==> config.mk <==
export PLATFORM = sky130hd
export DESIGN_NAME = indirect_write_seq
export DESIGN_NICKNAME = d
export VERILOG_FILES = /design/src/rtl/indirect_write_seq.sv
export SDC_FILE = /design/constraint.sdc
export NUM_CORES = 1
export LEC_CHECK = 0
export ABC_CLOCK_PERIOD_IN_PS = 7300
export BUFFER_PORTS_ARGS = -buffer_cell sky130_fd_sc_hd__buf_2
export CAP_MARGIN = 20
export CORE_MARGIN = 2
export CORE_UTILIZATION = 58
export CTS_CLUSTER_SIZE = 24
export DETAILED_ROUTE_END_ITERATION = 16
export PLACE_DENSITY_LB_ADDON = 0.08
export SYNTH_ARGS = -nofsm -noshare
export SYNTH_HDL_FRONTEND = slang
export SYNTH_SLANG_ARGS = --single-unit
export TNS_END_PERCENT = 5
==> constraint.sdc <==
create_clock -name clk -period 7.3 [get_ports clk]
set_input_delay 0.73 -clock clk [delete_from_list [all_inputs] [get_ports clk]]
set_output_delay 0.73 -clock clk [all_outputs]
set_load 0.005 [all_outputs]
==> src/rtl/indirect_write_seq.sv <==
module indirect_write_seq #(
  parameter int NBYTES   = 10,
  parameter int POLL_MAX = 6,
  parameter int TRIES    = 3,
  parameter logic [6:0] DEV0 = 7'h10,
  parameter logic [6:0] DEV1 = 7'h3F,
  parameter logic [6:0] DEV2 = 7'h7F,
  parameter logic [7:0] REG_STAT = 8'hA2,
  parameter logic [7:0] REG_LOCK = 8'hA4,
  parameter logic [7:0] REG_PAGE = 8'hA6,
  parameter logic [7:0] REG_DATA = 8'hA7,
  parameter logic [7:0] REG_CMD  = 8'hA8,
  parameter logic [7:0] CMD_EXEC = 8'h03
) (
  input  logic                clk,
  input  logic                rst_n,
  input  logic                start,
  input  logic [7:0]          page,
  input  logic [NBYTES*8-1:0] cfg_data,
  output logic                busy,
  output logic                done,
  output logic                fail,
  output logic [6:0]          good_addr,
  output logic                txn_req,
  output logic                txn_rd,
  output logic [6:0]          txn_dev,
  output logic [7:0]          txn_reg,
  output logic [7:0]          txn_wdata,
  input  logic                txn_rsp,
  input  logic                txn_nack,
  input  logic [7:0]          txn_rdata
);
  localparam int IW = (NBYTES > 1) ? $clog2(NBYTES) : 1;
  localparam int PW = $clog2(POLL_MAX + 1);
  localparam int AW = $clog2(TRIES + 1);
  localparam logic [IW-1:0] LAST_IDX  = IW'(NBYTES - 1);
  localparam logic [PW-1:0] LAST_POLL = PW'(POLL_MAX - 1);
  localparam logic [AW-1:0] LAST_TRY  = AW'(TRIES - 1);

  typedef enum logic [1:0] {S_IDLE, S_ISSUE, S_WAIT} st_t;
  typedef enum logic [3:0] {P_RA2, P_RA8, P_RA4, P_PAGE, P_DATA, P_EXEC, P_CA8, P_CA2, P_VER} ph_t;

  st_t                 st;
  ph_t                 ph;
  logic [1:0]          slot;
  logic [AW-1:0]       att;
  logic [IW-1:0]       idx;
  logic [PW-1:0]       cnt;
  logic                rdy;
  logic [NBYTES*8-1:0] buf_q;
  logic [7:0]          page_q;
  logic                done_q, fail_q;
  logic [6:0]          good_q;
  logic [6:0]          cur_dev;
  logic [7:0]          cur_byte;
  logic                got, abandon;

  assign cur_dev  = (slot == 2'd0) ? DEV0 : (slot == 2'd1) ? DEV1 : DEV2;
  assign cur_byte = buf_q[{idx, 3'b000} +: 8];
  assign got      = (st == S_WAIT) && txn_rsp;

  assign busy      = (st != S_IDLE);
  assign done      = done_q;
  assign fail      = fail_q;
  assign good_addr = good_q;
  assign txn_req   = (st == S_ISSUE);
  assign txn_dev   = cur_dev;
  assign txn_rd    = !(ph inside {P_PAGE, P_DATA, P_EXEC});

  always_comb begin
    case (ph)
      P_RA2, P_CA2:  txn_reg = REG_STAT;
      P_RA4:         txn_reg = REG_LOCK;
      P_PAGE:        txn_reg = REG_PAGE;
      P_DATA, P_VER: txn_reg = REG_DATA;
      default:       txn_reg = REG_CMD;
    endcase
    case (ph)
      P_PAGE:  txn_wdata = page_q;
      P_DATA:  txn_wdata = cur_byte;
      P_EXEC:  txn_wdata = CMD_EXEC;
      default: txn_wdata = 8'h00;
    endcase
  end

  assign abandon = got && (txn_nack
                   || (ph == P_RA4 && !rdy && cnt == LAST_POLL)
                   || (ph == P_CA8 && !txn_rdata[0] && cnt == LAST_POLL)
                   || (ph == P_VER && txn_rdata != cur_byte));

  always_ff @(posedge clk) begin
    if (!rst_n) begin
      st <= S_IDLE;   ph <= P_RA2;  slot <= '0;  att <= '0;
      idx <= '0;      cnt <= '0;    rdy <= 1'b0;
      buf_q <= '0;    page_q <= '0;
      done_q <= 1'b0; fail_q <= 1'b0; good_q <= '0;
    end else begin
      case (st)
        S_IDLE: if (start) begin
          st <= S_ISSUE;  ph <= P_RA2;  slot <= '0;  att <= '0;
          idx <= '0;      cnt <= '0;    rdy <= 1'b0;
          buf_q <= cfg_data; page_q <= page;
          done_q <= 1'b0; fail_q <= 1'b0; good_q <= '0;
        end
        S_ISSUE: st <= S_WAIT;
        default: if (got) begin
          st <= S_ISSUE;
          if (abandon) begin
            ph <= P_RA2; idx <= '0; cnt <= '0; rdy <= 1'b0;
            if (slot == 2'd2) begin
              slot <= '0;
              if (att == LAST_TRY) begin
                st <= S_IDLE;
                fail_q <= 1'b1;
              end else begin
                att <= att + 1'b1;
              end
            end else begin
              slot <= slot + 1'b1;
            end
          end else begin
            case (ph)
              P_RA2: begin rdy <= 1'b0; ph <= P_RA8; end
              P_RA8: begin rdy <= txn_rdata[0]; ph <= P_RA4; end
              P_RA4:
                if (rdy) begin ph <= P_PAGE; cnt <= '0; end
                else begin cnt <= cnt + 1'b1; ph <= P_RA2; end
              P_PAGE: begin ph <= P_DATA; idx <= '0; end
              P_DATA:
                if (idx == LAST_IDX) begin ph <= P_EXEC; idx <= '0; end
                else idx <= idx + 1'b1;
              P_EXEC: begin ph <= P_CA8; cnt <= '0; end
              P_CA8:
                if (txn_rdata[0]) ph <= P_CA2;
                else cnt <= cnt + 1'b1;
              P_CA2: begin ph <= P_VER; idx <= '0; end
              default:
                if (idx == LAST_IDX) begin
                  st <= S_IDLE;
                  done_q <= 1'b1;
                  good_q <= cur_dev;
                end else begin
                  idx <= idx + 1'b1;
                end
            endcase
          end
        end
      endcase
    end
  end
endmodule

======== Yosys cells after proc, flatten, opt, wreduce, memory -nomap -nowiden ========
Index checks and enable logic that the tools add are counted.
storage, ports and cells
  register bits after elaboration ......... 115
  logic and storage cells ................. 149
operators by class
  add/subtract/negate cells ............... 4
  eq/ne operators ......................... 25
  shift operators ......................... 1
  multiplexer cells ....................... 64
  bitwise logic cells ..................... 1
  reduce and logical (&&, ||, !) cells .... 42
operators by type and width
  kind                                                    count
  variable part select 80 x 8 -> 8 bit                    1
  2-to-1 mux 7 bit                                        7
  2-to-1 mux 4 bit                                        9
  case mux 4 bit (8 select lines)                         1
  2-to-1 mux 2 bit                                        12
  case mux 8 bit (3 select lines)                         1
  AND reduction 6 bit                                     4
  == test 4 x 3 -> 1 bit (second input constant)          4
  case mux 4 bit (2 select lines)                         2
  case mux 4 bit (4 select lines)                         1
  2-to-1 mux 1 bit                                        15
  2-to-1 mux 3 bit                                        5
  case mux 7 bit (2 select lines)                         1
  case mux 2 bit (2 select lines)                         3
  case mux 4 bit (3 select lines)                         1
  nonzero test 2 bit                                      6
  AND reduction 5 bit                                     2
  nonzero test 10 bit                                     1
  case mux 3 bit (3 select lines)                         1
  == test 4 x 2 -> 1 bit (second input constant)          2
  == test 4 bit (second input constant)                   2
  inequality test 4 x 3 -> 1 bit (second input constant)  2
  inequality test 8 bit                                   1
  case mux 1 bit (2 select lines)                         4
  other kinds (27)                                        49

======== Logic depth before layout (Yosys ltp) ========
Gate-level depths: netlist (run 1).
  depth in word-level cells ............... 10
  mapped depth ............................ 13
  mapped depth without buffers ............ 9

======== Worst setup path before layout (run 1) ========
Ideal clock, no wire load.
  path kind ............................... reg2reg
  from .................................... register idx[0]
  to ...................................... register fail_q (netlist: fail)
  setup time .............................. 116 ps
  arrival ................................. 2565 ps
  required time ........................... 7184 ps
  path slack .............................. 4619 ps
  stages on the path, launching flop included .. 13
  path through ............................ dfxtp_1 > buf_6 > buf_6 > mux2i_1 > nor3_1 > a2111oi_0 > o2111ai_1 > nor4_2 > a31oi_2 > o21ai_2 > buf_6 > nor2_1 > o211a_1
between the ends
  word-level cells in the longest chain between the ends .. 7
ends and longest elaborated chain
  what                                  line  text
  from (decl)                           47    logic [IW-1:0] idx;
  from (signal assigned)                131   else idx <= idx + 1'b1;
  from (signal assigned)                143   idx <= idx + 1'b1;
  variable part select 80 x 8 -> 8 bit  59    assign cur_byte = buf_q[{idx, 3'b000} +: 8];
  inequality test 8 bit                 89    || (ph == P_VER && txn_rdata != cur_byte));
  logical AND 1 bit                     89
  logical OR 1 bit                      89
  logical AND 1 bit                     86    assign abandon = got && (txn_nack
  nonzero test 2 bit (no source line)   n/a
  AND reduction 6 bit (no source line)  n/a
  to (signal assigned)                  96    done_q <= 1'b0; fail_q <= 1'b0; good_q <= '0;
  to (signal assigned)                  103   done_q <= 1'b0; fail_q <= 1'b0; good_q <= '0;
  to (signal assigned)                  114   fail_q <= 1'b1;
  to (decl)                             52    logic done_q, fail_q;
No other way between the ends.
A chain may end at the register's enable or synchronous reset.

======== Final worst setup path (run 1) ========
  from .................................... register idx[0]
  to ...................................... register good_q[4] (netlist: good_addr[4])
between the ends
  word-level cells in the longest chain between the ends .. 7
  elaborated cells on any way between the ends .. 9
ends and longest elaborated chain
  what                                             line  text
  variable part select 80 x 8 -> 8 bit             59
  inequality test 8 bit                            89
  logical AND 1 bit                                89
  logical OR 1 bit                                 89
  logical AND 1 bit                                86
  inequality test 2 x 1 -> 1 bit (no source line)  n/a
  AND reduction 6 bit (no source line) (*)         n/a
  to (signal assigned)                             141   good_q <= cur_dev;
  to (decl)                                        53    logic [6:0] good_q;
Every way passes the cells marked *; elsewhere a longest branch is shown, timed or not.

==> results of run 1 <==
[layout make-up]
class / instances / area, µm²
clock inverter: 5 / 58.8
sequential: 110 / 2200
inverter: 16 / 60.1
tap: 133 / 166
multi-input combinational: 520 / 3160
clock buffer: 11 / 131
timing repair buffer: 134 / 681
fill: 837 / 3270
[power by group]
group / switching, mW / internal [mW]
logic: 0.117 / 0.0809
clock network: 0.205 / 0.160
registers: 0.0260 / 0.641
[stage by stage]
step,std cells,hold slack [ns],util (%)
after floorplan,710,0.439,-
after global placement,913,0.447,64.5
after detailed placement,913,0.452,64.5
after CTS,929,0.466,66.4
after global routing,929,0.490,66.4
final,929,0.467,66.4
[metal layers]
layer / part of all wire [%] / routed length (µm) / global-route usage, % / vias to the layer above
met1: 46 / 6470 / 35.8 / 2322
met4: 0.80 / 112 / 5.12 / 0
met5: 0 / 0 / 0 / -
met2: 48 / 6660 / 44.9 / 162
li1: - / - / - / 2575
met3: 5.1 / 716 / 4.59 / 12
[cell usage in the layout, fill, tap and decap left out, types with 6 or more instances in the layout]
master / instances
buf_2: 130
nand2_1: 211
nor2_1: 23
a21oi_1: 10
o21ai_0: 17
a21boi_0: 88
nor2b_1: 6
nand3_1: 7
dfxtp_1: 109
nor3_1: 6
o21ai_1: 7
inv_1: 16
mux2i_1: 37
o22ai_1: 6
clkbuf_8: 9
[flip-flops by register name, indices dropped and copies added (netlist names)]
register / flops
att: 2
buf_q: 80
cnt: 3
fail: 1
good_addr: 3
idx: 4
page_q: 8
ph: 4
rdy: 1
slot: 2
st: 2
[path summary, 6_finish.rpt]
check / cells past startpoint / startpoint / slack (ns) / endpoint
worst min register to register: 2 / buf_q[24]$_SDFFE_PN0P_ / 0.47 / buf_q[24]$_SDFFE_PN0P_
worst max register to register: 10 / idx[0]$_SDFFE_PN0P_ / 3.55 / good_addr[4]$_SDFFE_PN0P_
worst min-delay path: 2 / buf_q[24]$_SDFFE_PN0P_ / 0.47 / buf_q[24]$_SDFFE_PN0P_
worst max-delay path: 10 / idx[0]$_SDFFE_PN0P_ / 3.55 / good_addr[4]$_SDFFE_PN0P_
[logic make-up after synthesis]
| kind of cell | synth area share, % |
|---|---|
| buffers and inverters | 7.29 |
| AO/OA/AOI/OAI | 23.2 |
| multiplexers | 8.55 |
| other | 0.130 |
| XOR/XNOR | 0.304 |
| AND/OR/NAND/NOR | 21.3 |
| flip-flops | 38.2 |
| adder cells (fa/ha/maj) | 1.08 |
[critical path: stages (launching register included)]
cell and delay (ns):
dfxtp_2 0.56, buf_4 0.47, mux2i_1 0.16, a221oi_2 0.34
a21oi_1 0.15, a221o_1 0.38, nor4_2 0.33, a31oi_2 0.19
o21ai_2 0.56, o211a_2 0.36, mux2i_1 0.18
==> results by group, run 1 <==
Clock tree
  – TritonCTS clock tree: done
  – H-Tree Depth: 3
  – Clock tree buffer depth: 2
  – CTS Sinks: 110
  – Clock Tree Root: clkbuf_8
  – Resized cells post-CTS: 0
  – Worst-path clk slew: 0.10 ns
  – CTS Buf Count: 9
  – Clk Latency, worst-skew pair: 0.37 ns
  – Hold Buf Count CTS: 0
  – Postcts setup bufs: 0

Die
  – Row cnt: 36
  – Core Region: 9730 µm²
  – Die Footprint: approximately 11000 µm²
  – Number of I/O pins: 136
  – Chip height: 104 µm
  – Initial core utilization: 59.3%
  – Die Wd: 104 µm

Route
  – DRC violations left: 0
  – Vias per cell: 5.46
  – Overall routed net length: approximately 14000 µm
  – Detailed-router iteration count before antenna repair: 5
  – Routed Antenna Nets: 0
  – WL per Instance: 15.0 µm
  – Detailed-route via count: 5071
  – 1st-iter DRT viols: around 310

Logic synthesis
  – Distinct cells, synth: 72
  – Largest cells by area after synthesis: dfxtp_1 (38%), nand2_1 (14%), a21boi_0 (11%)
  – Post-synthesis register bit count: 110
  – Asr flop ratio synth: 0%
  – Post-synth EDFFs: 0
  – Synthesized area per cell: 8.16 µm²
  – Synthesized area: 5770 µm²
  – Share of the yosys chip area belonging to registers: 38.2%
  – Most common flop cell mapped by yosys: dfxtp_1
  – Yosys top cell by area: dfxtp_1
  – Synth Instances: 707
  – Yosys top cell area share: 38.2%
  – Commonest cells in the netlist: nand2_1 (212), dfxtp_1 (110), a21boi_0 (88), clkbuf_1 (37), mux2i_1 (37)
  – Most common cell in the netlist: nand2_1
  – Synth warn: 0

Timing
  – Unrepaired setup endpoints after global routing: false
  – Final Hold Viols: 0
  – Setup violators final: 0
  – Slew Limit Headroom: 27.7%
  – Total negative setup slack: 0 ns
  – Fin crit period: 3.75 ns
  – Slew Viols, Final: 0
  – Post-route setup slack: 3.55 ns
  – Skew final: 0.0104 ns
  – Worst-Margin Slew: about 1.1 ns
  – Maximum clock frequency: 0.267 GHz
  – Period utilization: approximately half

Final layout
  – ANT cells: 0
  – NumNets Final: 897
  – Final Cell Area: 6460 µm²
  – Syn-to-layout area delta: 12.0%
  – Share of cells above drive strength 1: 21.5%

Placement
  – Placed Area: 6270 µm²
  – Pre-CTS WS: approximately 3.5 ns
  – Detailed Place HPWL: 10300 µm
  – Routability congestion estimate: around 0.85
  – PortBufs: 130

Worst setup path
  – CP Capture Type: flop
  – Worst endpoint required time: 7.61 ns
  – Max Fanout on Critical Path: 30
  – Critical Path Source Type: flop
  – Worst Path Class, Setup: flop to flop
  – Crit path arrival time: around 4.1 ns

Global route
  – Antenna violations before repair: 0
  – Largest net degree at the start of global routing: 103
  – First-pass GRT wire length: 23500 µm
  – Overflow after GRT: 0
  – Vias in the first global route: 4841
  – GRT Total Usage: 26.5%

Run
  – Max Cap Viol: 0

Pwr
  – PwrDens: 190 nW/µm²
  – LEAKAGE: 2.55 nW
  – Final Total Pwr: 1.23 mW
  – Peak VDD IR: around 170 µV

Worst hold path
  – Hold/Removal Path Class: flop to flop

Run status
  – Outcome: finished clean
(Power assumes the default switching activity.)
==> inputs of run 2 (changes only) <==
- ABC_CLOCK_PERIOD_IN_PS: 7300 -> 3300
- CORE_UTILIZATION: 58 -> 49
- clock period: 7.3 -> 3.3 ns (I/O delays scaled with it)
==> run 2 against run 1 <==
  * Combinational power rose by 130%
  * Via count is 0.28% higher
  * First-iteration DRC count increased by 24%
  * Die area grew 18%
  * Worst setup slack worse by 3.2 ns
  * Flip-flop and latch count did not move
  * Sequential power increased by 120%
  * Wire length increased by 6.4%
  * Design area is 3.1% higher
  * Critical path depth unchanged
  * Total power grew 150%
  * Highest routed layer unchanged
==> results by group, run 2 (synthesis results as in run 1) <==
Run status
  – Outcome: finished clean

Timing
  – Fin crit period: 2.96 ns (-0.789 ns)
  – Skew final: 0.0114 ns (+0.00106 ns)
  – Worst-Margin Slew: 0.949 ns (-0.125 ns)
  – Maximum clock frequency: 0.338 GHz (+27%)
  – Setup violators final: 0 (unchanged)
  – Slew Limit Headroom: 36.7% (+9.0 points)
  – Hold Slack: 0.218 ns (-0.249 ns)
  – Final Hold Viols: 0 (unchanged)
  – Total negative setup slack: 0 ns (unchanged)
  – Unrepaired setup endpoints after global routing: false
  – Slew Viols, Final: 0 (unchanged)
  – Period utilization: 89.7% (+38 points)

Die
  – Die Footprint: 12700 µm² (+18%)
  – Chip height: 112 µm (+8.5%)
  – Row cnt: 39 (+8.3%)
  – Initial core utilization: 50.3% (-9.0 points)
  – Core Region: 11500 µm² (+18%)
  – Number of I/O pins: 136 (unchanged)
  – Die Wd: 112 µm (+8.5%)

Worst setup path
  – CP max-delay cell: mux4_1
  – Worst R2R Start: idx[0]$_SDFFE_PN0P_
  – CP Depth: 10 (unchanged)
  – Critical path destination: slot[1]$_SDFFE_PN0P_
  – Setup crit start: idx[0]$_SDFFE_PN0P_
  – Worst Path Class, Setup: flop to flop
  – Max Fanout on Critical Path: 31 (+3.3%)
  – Crit-path cells: buf_12 -> mux4_1 -> o211ai_1 -> and3_1 -> nor4_1 -> a31oi_2 -> o21ai_2 -> buf_4 -> or4b_1 -> a21boi_1
  – Critical Path Source Type: flop
  – R2R Path End: slot[1]$_SDFFE_PN0P_
  – CP top delay family: compound AO/OA/AOI/OAI gates
  – Crit path largest cell delay: 0.58 ns (+0.02 ns)
  – CP Capture Type: flop
  – Crit path arrival time: 3.25 ns (-0.81 ns)
  – Worst endpoint required time: 3.59 ns (-4.02 ns)
  – R2r setup slk: 0.34 ns (-3.21 ns)
  – R2R depth: 10 (unchanged)
  – Critical path buffers and inverters: 2 (+1)

Final layout
  – Commonest non-fill, non-tap cell in the layout: nand2_1
  – Final Cell Area: 6660 µm² (+3.1%)
  – ANT cells: 0 (unchanged)
  – Max FFs per register: 80 (unchanged)
  – Finished Layout Cells: 948 (+2.0%)
  – Syn-to-layout area delta: 15.5%
  – Top reg by flops: buf_q
  – Largest regs: buf_q: 80 flops, page_q: 8 flops
  – Share of cells above drive strength 1: 22.6% (+1.1 points)
  – NumNets Final: 906 (+1.0%)
  – Commonest cells after routing, fill and taps aside: nand2_1 (211), buf_2 (130), dfxtp_1 (109)

Global route
  – GRT Total Usage: 23.8% (-2.7 points)
  – Antenna violations before repair: 0 (unchanged)
  – Overflow after GRT: 0 (unchanged)
  – First-pass GRT wire length: 24300 µm (+3.1%)
  – Largest net degree at the start of global routing: 94 (-8.7%)
  – Vias in the first global route: 4927 (+1.8%)

Pwr
  – Clock network fraction of total power: 36.4% (+6.7 points)
  – Net Sw Power: 0.826 mW (+140%)
  – Sw frac: 27.2% (-1.1 points)
  – Part of the power in registers: 48.6% (-5.6 points)
  – Comb power frac: 14.9% (-1.2 points)
  – Final Total Pwr: 3.03 mW (+150%)
  – LEAKAGE: 2.66 nW (+4.4%)
  – Power Internal: 2.21 mW (+150%)
  – Peak VDD IR: 420 µV (+150%)
  – PwrDens: 455 nW/µm² (+140%)

Placement
  – PortBufs: 130 (unchanged)
  – Detailed Place HPWL: 10800 µm (+5.2%)
  – Routability congestion estimate: 0.849 (-0.57%)
  – Placed Area: 6360 µm² (+1.5%)
  – Placed Cells incl. Taps: 932 (+2.1%)

Clock tree
  – Postcts setup bufs: 0 (unchanged)
  – Clock Tree Root: clkbuf_16
  – CTS Sinks: 110 (unchanged)
  – Clk Latency, worst-skew pair: 0.35 ns (-0.02 ns)
  – Clock tree buffer depth: 2 (unchanged)
  – Hold Buf Count CTS: 0 (unchanged)
  – Worst-path clk slew: 0.07 ns (-0.03 ns)
  – CTS Buf Count: 9 (unchanged)
  – TritonCTS clock tree: done
  – Resized cells post-CTS: 0 (unchanged)
  – H-Tree Depth: 3 (unchanged)

Route
  – DRC violations left: 0 (unchanged)
  – Overall routed net length: 14900 µm (+6.4%)
  – Detailed-route via count: 5085 (+0.28%)
  – 1st-iter DRT viols: 387 (+24%)
  – Routed Antenna Nets: 0 (unchanged)
  – WL per Instance: 15.7 µm (+4.3%)
  – Vias per cell: 5.36 (-1.7%)
  – Detailed-router iteration count before antenna repair: 4 (-1)

Run
  – Max Cap Viol: 0 (unchanged)

Worst hold path
  – Hold/Removal Path Class: input port to flop
==> run 2: cell types whose count changed in the layout (fill, tap and decap cells not counted) <==
cell        change
buf_12          +1
buf_4           +8
clkbuf_1        -2
clkbuf_16       +9
clkbuf_8        -8
clkinv_2        +3
clkinvlp_4      -2
==> run 2: stage by stage <==
step	setup slack (ns)	utilization, %
after floorplan	0.619	-
after global placement	0.411	55.5
after detailed placement	0.358	55.5
after CTS	0.342	58.1
after global routing	0.187	58.1
final	0.338	58.1
==> run 2: routing by layer <==
metal  track usage, %  wire [µm]  vias up  share of wire [%]
met5                0          0        -                  0
met4             6.75        186        0                1.3
met3             2.81        534       10                3.6
met2             40.6       7100      116                 48
met1             31.9       7030     2374                 47
li1                 -          -     2585                  -
==> run 2: layout make-up <==
cell class,count,area [µm²]
flip-flops and latches,110,2200
multi-input cells,520,3160
well taps,143,179
inverters,16,60.1
clock buffers,10,239
repair buffers,143,761
clock inverters,6,58.8
fillers,1097,4810
==> run 2: how the worst min path moves through the flow <==
stage / start / endpoint / slack (ns) / cells past startpoint
global route: cfg_data[45] / buf_q[45]$_SDFFE_PN0P_ / 0.22 / 3
CTS: cfg_data[37] / buf_q[37]$_SDFFE_PN0P_ / 0.21 / 3
finish: cfg_data[67] / buf_q[67]$_SDFFE_PN0P_ / 0.22 / 3
detailed placement: good_addr[6]$_SDFFE_PN0P_ / good_addr[6]$_SDFFE_PN0P_ / 0.45 / 2
global placement: good_addr[6]$_SDFFE_PN0P_ / good_addr[6]$_SDFFE_PN0P_ / 0.45 / 2
floorplan: buf_q[29]$_SDFFE_PN0P_ / buf_q[29]$_SDFFE_PN0P_ / 0.44 / 2
==> run 2: worst register-to-register path, delay by kind of cell (launching register included) <==
family	cells	cell delay, ns
buffers and inverters	2	0.38
AOI/OAI and AO/OA	4	0.84
and+or+nand+nor	3	0.72
DFF	1	0.35
muxes	1	0.59
==> run 2: power groups by stage <==
stage | sequential (mW) | combinational (mW) | clock (mW)
final | 1.47 | 0.453 | 1.10
after global routing | 1.49 | 0.511 | 1.17
after CTS | 1.47 | 0.456 | 1.12
after detailed placement | 1.51 | 0.453 | 0
after global placement | 1.50 | 0.445 | 0
after floorplan | 1.48 | 0.315 | 0
